<file path="src/rtl/exc_entry_pkg.sv">
package exc_entry_pkg;

    typedef enum logic [1:0] {
        VEC_USER   = 2'd0,
        VEC_KERNEL = 2'd1,
        VEC_DOUBLE = 2'd2,
        VEC_DEBUG  = 2'd3
    } vec_e;

    // Write controls for one entry, produced by the decision logic.
    typedef struct packed {
        logic take;
        vec_e vec;
        logic wr_epc1;
        logic wr_epc_dbg;
        logic wr_eps_dbg;
        logic wr_depc;
        logic wr_cause;
        logic wr_vaddr;
        logic wr_dcause;
        logic force_dbg_lvl;
    } ent_ctl_t;

    function automatic vec_e general_vector(input logic excm, input logic um);
        if (excm)    return VEC_DOUBLE;
        else if (um) return VEC_USER;
        else         return VEC_KERNEL;
    endfunction

endpackage

</file>
<file path="src/rtl/exc_decide.sv">
module exc_decide
    import exc_entry_pkg::*;
#(
    parameter int ILW       = 4,
    parameter int DBG_LEVEL = 6,
    parameter bit HAS_DEPC  = 1'b1
) (
    input  logic           gen_req,
    input  logic           gen_has_addr,
    input  logic           dbg_req,
    input  logic           stat_excm,
    input  logic           stat_um,
    input  logic [ILW-1:0] stat_intlevel,
    output ent_ctl_t       ctl
);
    localparam logic [ILW-1:0] DBG_LV = ILW'(DBG_LEVEL);

    logic dbg_ok;

    always_comb begin
        dbg_ok = dbg_req && (stat_intlevel < DBG_LV);
        ctl    = '0;
        if (dbg_ok) begin
            // Debug entry has priority over a general request in the same cycle.
            ctl.take          = 1'b1;
            ctl.vec           = VEC_DEBUG;
            ctl.wr_epc_dbg    = 1'b1;
            ctl.wr_eps_dbg    = 1'b1;
            ctl.wr_dcause     = 1'b1;
            ctl.force_dbg_lvl = 1'b1;
        end else if (gen_req) begin
            ctl.take     = 1'b1;
            ctl.vec      = general_vector(stat_excm, stat_um);
            ctl.wr_cause = 1'b1;
            ctl.wr_vaddr = gen_has_addr;
            if (stat_excm && HAS_DEPC) ctl.wr_depc = 1'b1;
            else                       ctl.wr_epc1 = 1'b1;
        end
    end

    // a masked debug request alone never produces an entry
    always_comb begin
        if (dbg_req && !gen_req && (stat_intlevel >= DBG_LV))
            a_r7_masked_no_take: assert (!ctl.take);
    end

endmodule

</file>
<file path="src/rtl/exc_savebank.sv">
module exc_savebank
    import exc_entry_pkg::*;
#(
    parameter int XLEN      = 32,
    parameter int NLEVEL    = 6,
    parameter int SW        = 6,
    parameter int DBG_LEVEL = 6,
    parameter bit HAS_DEPC  = 1'b1
) (
    input  logic                       clk,
    input  logic                       rst,
    input  ent_ctl_t                   ctl,
    input  logic [XLEN-1:0]            gen_pc,
    input  logic [XLEN-1:0]            dbg_pc,
    input  logic [SW-1:0]              stat_packed,
    output logic [NLEVEL*XLEN-1:0]     epc_flat,
    output logic [(NLEVEL-1)*SW-1:0]   eps_flat,
    output logic [XLEN-1:0]            depc
);

    // PC register per level 1..NLEVEL
    for (genvar l = 1; l <= NLEVEL; l++) begin : g_epc
        logic [XLEN-1:0] q;
        logic            we_gen;
        logic            we_dbg;
        assign we_gen = (l == 1) && ctl.wr_epc1;
        assign we_dbg = (l == DBG_LEVEL) && ctl.wr_epc_dbg;
        always_ff @(posedge clk) begin
            if (rst)         q <= '0;
            else if (we_dbg) q <= dbg_pc;
            else if (we_gen) q <= gen_pc;
        end
        assign epc_flat[(l-1)*XLEN +: XLEN] = q;
    end

    // Saved-status register per level 2..NLEVEL
    for (genvar l = 2; l <= NLEVEL; l++) begin : g_eps
        logic [SW-1:0] q;
        always_ff @(posedge clk) begin
            if (rst)                                   q <= '0;
            else if ((l == DBG_LEVEL) && ctl.wr_eps_dbg) q <= stat_packed;
        end
        assign eps_flat[(l-2)*SW +: SW] = q;
    end

    if (HAS_DEPC) begin : g_depc
        logic [XLEN-1:0] q;
        always_ff @(posedge clk) begin
            if (rst)              q <= '0;
            else if (ctl.wr_depc) q <= gen_pc;
        end
        assign depc = q;
    end else begin : g_no_depc
        assign depc = '0;
    end

    // a double entry routed to the dedicated register leaves level 1 alone
    a_r3_epc1_kept: assert property (@(posedge clk) disable iff (rst)
        ctl.wr_depc |=> $stable(epc_flat[XLEN-1:0]));

    // without the dedicated register it always reads zero
    a_r4_depc_zero: assert property (@(posedge clk) disable iff (rst)
        !HAS_DEPC |-> depc == '0);

endmodule

</file>
<file path="src/rtl/exc_causebank.sv">
module exc_causebank
    import exc_entry_pkg::*;
#(
    parameter int XLEN     = 32,
    parameter int CAUSE_W  = 6,
    parameter int DCAUSE_W = 6
) (
    input  logic                clk,
    input  logic                rst,
    input  ent_ctl_t            ctl,
    input  logic [CAUSE_W-1:0]  gen_cause,
    input  logic [XLEN-1:0]     gen_vaddr,
    input  logic [DCAUSE_W-1:0] dbg_cause,
    output logic [CAUSE_W-1:0]  cause,
    output logic [XLEN-1:0]     vaddr,
    output logic [DCAUSE_W-1:0] dbgcause
);

    always_ff @(posedge clk) begin
        if (rst) begin
            cause    <= '0;
            vaddr    <= '0;
            dbgcause <= '0;
        end else begin
            if (ctl.wr_cause)  cause    <= gen_cause;
            if (ctl.wr_vaddr)  vaddr    <= gen_vaddr;
            if (ctl.wr_dcause) dbgcause <= dbg_cause;
        end
    end

    // the faulting address only moves on an entry that carries one
    a_r6_vaddr_hold: assert property (@(posedge clk) disable iff (rst)
        !ctl.wr_vaddr |=> $stable(vaddr));

    // a debug entry never disturbs the general cause register
    a_r8_cause_kept: assert property (@(posedge clk) disable iff (rst)
        ctl.wr_dcause |=> $stable(cause));

endmodule

</file>
<file path="src/rtl/exc_entry_ctrl.sv">
module exc_entry_ctrl
    import exc_entry_pkg::*;
#(
    parameter int XLEN      = 32,
    parameter int NLEVEL    = 6,
    parameter int ILW       = 4,
    parameter int DBG_LEVEL = 6,
    parameter int CAUSE_W   = 6,
    parameter int DCAUSE_W  = 6,
    parameter bit HAS_DEPC  = 1'b1
) (
    input  logic                          clk,
    input  logic                          rst,
    input  logic                          gen_req,
    input  logic [XLEN-1:0]               gen_pc,
    input  logic [CAUSE_W-1:0]            gen_cause,
    input  logic                          gen_has_addr,
    input  logic [XLEN-1:0]               gen_vaddr,
    input  logic                          dbg_req,
    input  logic [XLEN-1:0]               dbg_pc,
    input  logic [DCAUSE_W-1:0]           dbg_cause,
    input  logic                          stat_um,
    input  logic                          stat_excm,
    input  logic [ILW-1:0]                stat_intlevel,
    output logic                          take,
    output logic [1:0]                    vec_sel,
    output logic                          stat_we,
    output logic                          stat_new_um,
    output logic                          stat_new_excm,
    output logic [ILW-1:0]                stat_new_intlevel,
    output logic [NLEVEL*XLEN-1:0]        epc_flat,
    output logic [(NLEVEL-1)*(ILW+2)-1:0] eps_flat,
    output logic [XLEN-1:0]               depc,
    output logic [CAUSE_W-1:0]            cause,
    output logic [XLEN-1:0]               vaddr,
    output logic [DCAUSE_W-1:0]           dbgcause
);
    localparam int             SW     = ILW + 2;
    localparam logic [ILW-1:0] DBG_LV = ILW'(DBG_LEVEL);

    ent_ctl_t      ctl;
    logic [SW-1:0] stat_packed;

    assign stat_packed = {stat_um, stat_excm, stat_intlevel};

    exc_decide #(.ILW(ILW), .DBG_LEVEL(DBG_LEVEL), .HAS_DEPC(HAS_DEPC)) u_decide (
        .gen_req      (gen_req),
        .gen_has_addr (gen_has_addr),
        .dbg_req      (dbg_req),
        .stat_excm    (stat_excm),
        .stat_um      (stat_um),
        .stat_intlevel(stat_intlevel),
        .ctl          (ctl)
    );

    exc_savebank #(.XLEN(XLEN), .NLEVEL(NLEVEL), .SW(SW),
                   .DBG_LEVEL(DBG_LEVEL), .HAS_DEPC(HAS_DEPC)) u_save (
        .clk        (clk),
        .rst        (rst),
        .ctl        (ctl),
        .gen_pc     (gen_pc),
        .dbg_pc     (dbg_pc),
        .stat_packed(stat_packed),
        .epc_flat   (epc_flat),
        .eps_flat   (eps_flat),
        .depc       (depc)
    );

    exc_causebank #(.XLEN(XLEN), .CAUSE_W(CAUSE_W), .DCAUSE_W(DCAUSE_W)) u_cause (
        .clk      (clk),
        .rst      (rst),
        .ctl      (ctl),
        .gen_cause(gen_cause),
        .gen_vaddr(gen_vaddr),
        .dbg_cause(dbg_cause),
        .cause    (cause),
        .vaddr    (vaddr),
        .dbgcause (dbgcause)
    );

    // Take pulse, vector and new status, all on the same edge as the saves.
    always_ff @(posedge clk) begin
        if (rst) begin
            take              <= 1'b0;
            vec_sel           <= 2'(VEC_USER);
            stat_we           <= 1'b0;
            stat_new_um       <= 1'b0;
            stat_new_excm     <= 1'b0;
            stat_new_intlevel <= '0;
        end else begin
            take    <= ctl.take;
            stat_we <= ctl.take;
            if (ctl.take) begin
                vec_sel           <= 2'(ctl.vec);
                stat_new_um       <= stat_um;
                stat_new_excm     <= 1'b1;
                stat_new_intlevel <= ctl.force_dbg_lvl ? DBG_LV : stat_intlevel;
            end
        end
    end

    // an entry pulse always follows a request in the cycle before
    a_r2_take_has_req: assert property (@(posedge clk) disable iff (rst)
        take |-> $past(gen_req || dbg_req));

    // every entry returns exception mode set, with the strobe
    a_r5_excm_set: assert property (@(posedge clk) disable iff (rst)
        take |-> (stat_new_excm && stat_we));

    // general request in exception mode without debug gives the double vector
    a_r3_double_vec: assert property (@(posedge clk) disable iff (rst)
        (gen_req && !dbg_req && stat_excm) |=> (take && vec_sel == 2'(VEC_DOUBLE)));

    // a debug entry forces the configured level
    a_r8_dbg_level: assert property (@(posedge clk) disable iff (rst)
        (take && vec_sel == 2'(VEC_DEBUG)) |-> stat_new_intlevel == DBG_LV);

    // an accepted debug request wins over a simultaneous general one
    a_r9_dbg_wins: assert property (@(posedge clk) disable iff (rst)
        (gen_req && dbg_req && stat_intlevel < DBG_LV) |=> vec_sel == 2'(VEC_DEBUG));

endmodule

</file>
<file path="config.mk">
export PLATFORM = sky130hd
export DESIGN_NAME = exc_entry_ctrl
export DESIGN_NICKNAME = d
export VERILOG_FILES = /design/src/rtl/exc_entry_pkg.sv /design/src/rtl/exc_decide.sv /design/src/rtl/exc_savebank.sv /design/src/rtl/exc_causebank.sv /design/src/rtl/exc_entry_ctrl.sv
export SDC_FILE = /design/constraint.sdc
export NUM_CORES = 1
export LEC_CHECK = 0
export BUFFER_PORTS_ARGS = -buffer_cell sky130_fd_sc_hd__buf_2
export CELL_PAD_IN_SITES_DETAIL_PLACEMENT = 0
export CELL_PAD_IN_SITES_GLOBAL_PLACEMENT = 2
export CORE_ASPECT_RATIO = 0.7
export CORE_MARGIN = 2
export CORE_UTILIZATION = 25
export CTS_BUF_LIST = sky130_fd_sc_hd__clkbuf_8
export CTS_CLUSTER_SIZE = 24
export DETAILED_ROUTE_END_ITERATION = 8
export HOLD_SLACK_MARGIN = 0.06
export PLACE_DENSITY = 0.81
export SLEW_MARGIN = 0
export SYNTH_ARGS = -nofsm -noshare
export SYNTH_HDL_FRONTEND = slang
export SYNTH_SLANG_ARGS = --single-unit
</file>
<file path="constraint.sdc">
create_clock -name clk -period 1.6 [get_ports clk]
set_clock_uncertainty 0.05 [all_clocks]
set_input_delay 0.32 -clock clk [delete_from_list [all_inputs] [get_ports clk]]
set_output_delay 0.32 -clock clk [all_outputs]
set_load 0.005 [all_outputs]
</file>
==> impl_metrics.toml <==
[worst_hold_path]
hp-start = "gen_pc[23]"
min_path_type = "in2reg"
whs_path_depth = 3

[clock_tree]
cts_buffer_depth = 2
cts_tree = "done"
insertion_delay_ns = 0.48
htree_levels = 4
clkTransAtPathRegs_ns = 0.08
cts-root-buf = "clkbuf_8"
clock-sinks = 155
cts_buffers = 17

[yosys]
ys_warn_count = 0
synth.cell_area_um2 = 7540
netlist_instances = 805
netlist_top_cells_area = "dfxtp_1, buf_4, nand2b_1"
seq_area_frac_synth_pct = 41.1
ys_ff_latch = 155
netlist-cell-type-count = 26
yosysTopAreaCell = "dfxtp_1"
avgSynthCellArea_um2 = 9.37
synth_top_area_share_pct = 41.1

[critical_path]
start_kind = "input port"
critical_path_class = "in2reg"
startpoint = "stat_intlevel[3]"
crit_fanout = 32
cp-end-kind = "register"
r2r_start = "stat_new_intlevel[3]"
critPathArrivalTime_ns = 1.89
required_ns = 1.96
reg2reg_depth = 3

[route]
dr.pass1.iters = 4
ant_nets = 0
wl_per_cell_um = 13.5
drc = 0
routed_wl_um = 21200
routed_via_density = 3.91
drt_iter0_drc = 398
vias = 6141

[place]
io_buffers = 274
dp_hpwl_um = 14700
gp_congestion = 0.717
place_area_um2 = 8840

[floorplanning]
dieArea_um2 = 31600
die_x_um = 212
core_area_um2 = 29800
start_util_pct = 25.3
row_count = 53
dieHeight_um = 149
io_pins = 427

[timing]
tns_ns = 0
setup_violations = 0
post-route-period-util_pct = 95.5
hold_viol = 0
fmax_mhz = 655
timing.hold.ws_ns = 0.106
min_period_ns = 1.53
rsz0062_at_grt = "false"
final_max_slew_viol_count = 0

[cells_and_area]
multi_input_area_um2 = 3570
final_common_cell = "buf_2"
fin_area_um2 = 10300
drive_above_1_share_pct = 27.8
ff_latch_area_um2 = 3100
fin_nets = 1292
fill_cells = 3090
synthToLayoutAreaGrowth_pct = 37.1
mostFrequentLayoutCells = "buf_2, nand2b_1, dfxtp_1"

[run_status]
status = "complete, no violations"

[grt]
grt_overflow_total = 0
grt_pass1_wl_um = 31500
antenna_found_initial = 0
grt_pass1_vias = 5818
track_usage_pct = 12.9
grt_max_degree = 66

[power]
ir_drop_v = 0.000430
p_leak_nw = 4.92
power.total_mw = 8.52
p_per_area_nw_per_um2 = 823

[flow_run]
max-cap-violations = 0
-- routing by layer --
metal	track usage (%)	up-vias	wire [um]
li1	-	3076	-
met1	15.9	2855	9420
met2	20.3	192	9800
met3	5.45	18	1680
met4	4.26	0	264
met5	0	-	0
-- Yosys cell counts (all sizes together) --
master and instances:
a21boi 2, a21o 1, a21oi 50, and2 2, buf 178, clkbuf 30
conb 1, dfxtp 155, inv 1, mux2i 106, nand2 4, nand2b 176
nand3 41, nor2 4, nor2b 2, nor3 3, nor3b 3, o21ai 46
-- registers in the layout (all words and copies together) (netlist names) --
| name | count |
|---|---|
| u_cause.cause | 6 |
| u_save.depc | 32 |
| stat_we | 1 |
| stat_new_um | 1 |
| vec_sel | 2 |
| stat_new_intlevel | 4 |
| u_save.g_epc.q | 64 |
| u_cause.vaddr | 32 |
| u_save.g_eps.q | 6 |
| u_cause.dbgcause | 6 |
| stat_new_excm | 1 |
-- repair_timing --
item | 4_1_cts | 5_1_grt
hold buffers | 110 | 0
resized for setup | 0 | 1
endpoints found under the setup margin | 0 | 13
buffers inserted | 0 | 3
hold endpoints to repair | 140 | 0
-- path summary, 6_finish.rpt --
check                         endpoint  slack, ns
setup / recovery      u_cause.vaddr[8]       0.07
hold / removal         u_save.depc[23]       0.11
setup reg to reg  stat_new_intlevel[3]       0.80
hold reg to reg          stat_new_excm       0.40
-- area by class of cell --
type                    count  area share, %
multi-input cells         592           34.5
flip-flops and latches    155           30.0
repair buffers            406           27.1
well taps                 385           4.66
clock buffers              18           2.39
clock inverters            13           1.26
inverters                   1         0.0363
diodes                      1         0.0242
-- power by group --
group          leakage [nW]  switching, mW  internal [mW]
combinational          3.46          0.669          0.731
clock                 0.189           1.58           1.40
sequential             1.27         0.0905           4.05
total                  4.92           2.34           6.18
-- worst max-delay path, stage by stage --
cell	delay, ns
dlygate4sd3_1	0.52
buf_2	0.16
nor2b_4	0.08
buf_4	0.14
a21oi_4	0.14
buf_12	0.24
mux2i_1	0.24
-- cells by family (layout without fill, tap and decap cells) --
kind of cell	after synthesis	in the layout	synth area share, %
buffers and inverters	209	438	19.3
flip-flops	155	155	41.1
other	1	153	0.0497
AO/OA/AOI/OAI	99	99	6.92
AND/OR/NAND/NOR	235	235	18.6
multiplexers	106	106	14.1
-- through the flow --
stage          instances  util (%)  setup slack, ns
2_1_floorplan        956         -            0.262
5_1_grt             1570      34.7           0.0378
6_report            1571      34.7           0.0725
4_1_cts             1567      34.6           0.0300
3_5_place_dp        1426      29.6           0.0592
3_3_place_gp        1426      29.6           0.0858
(Power assumes the default switching activity.)
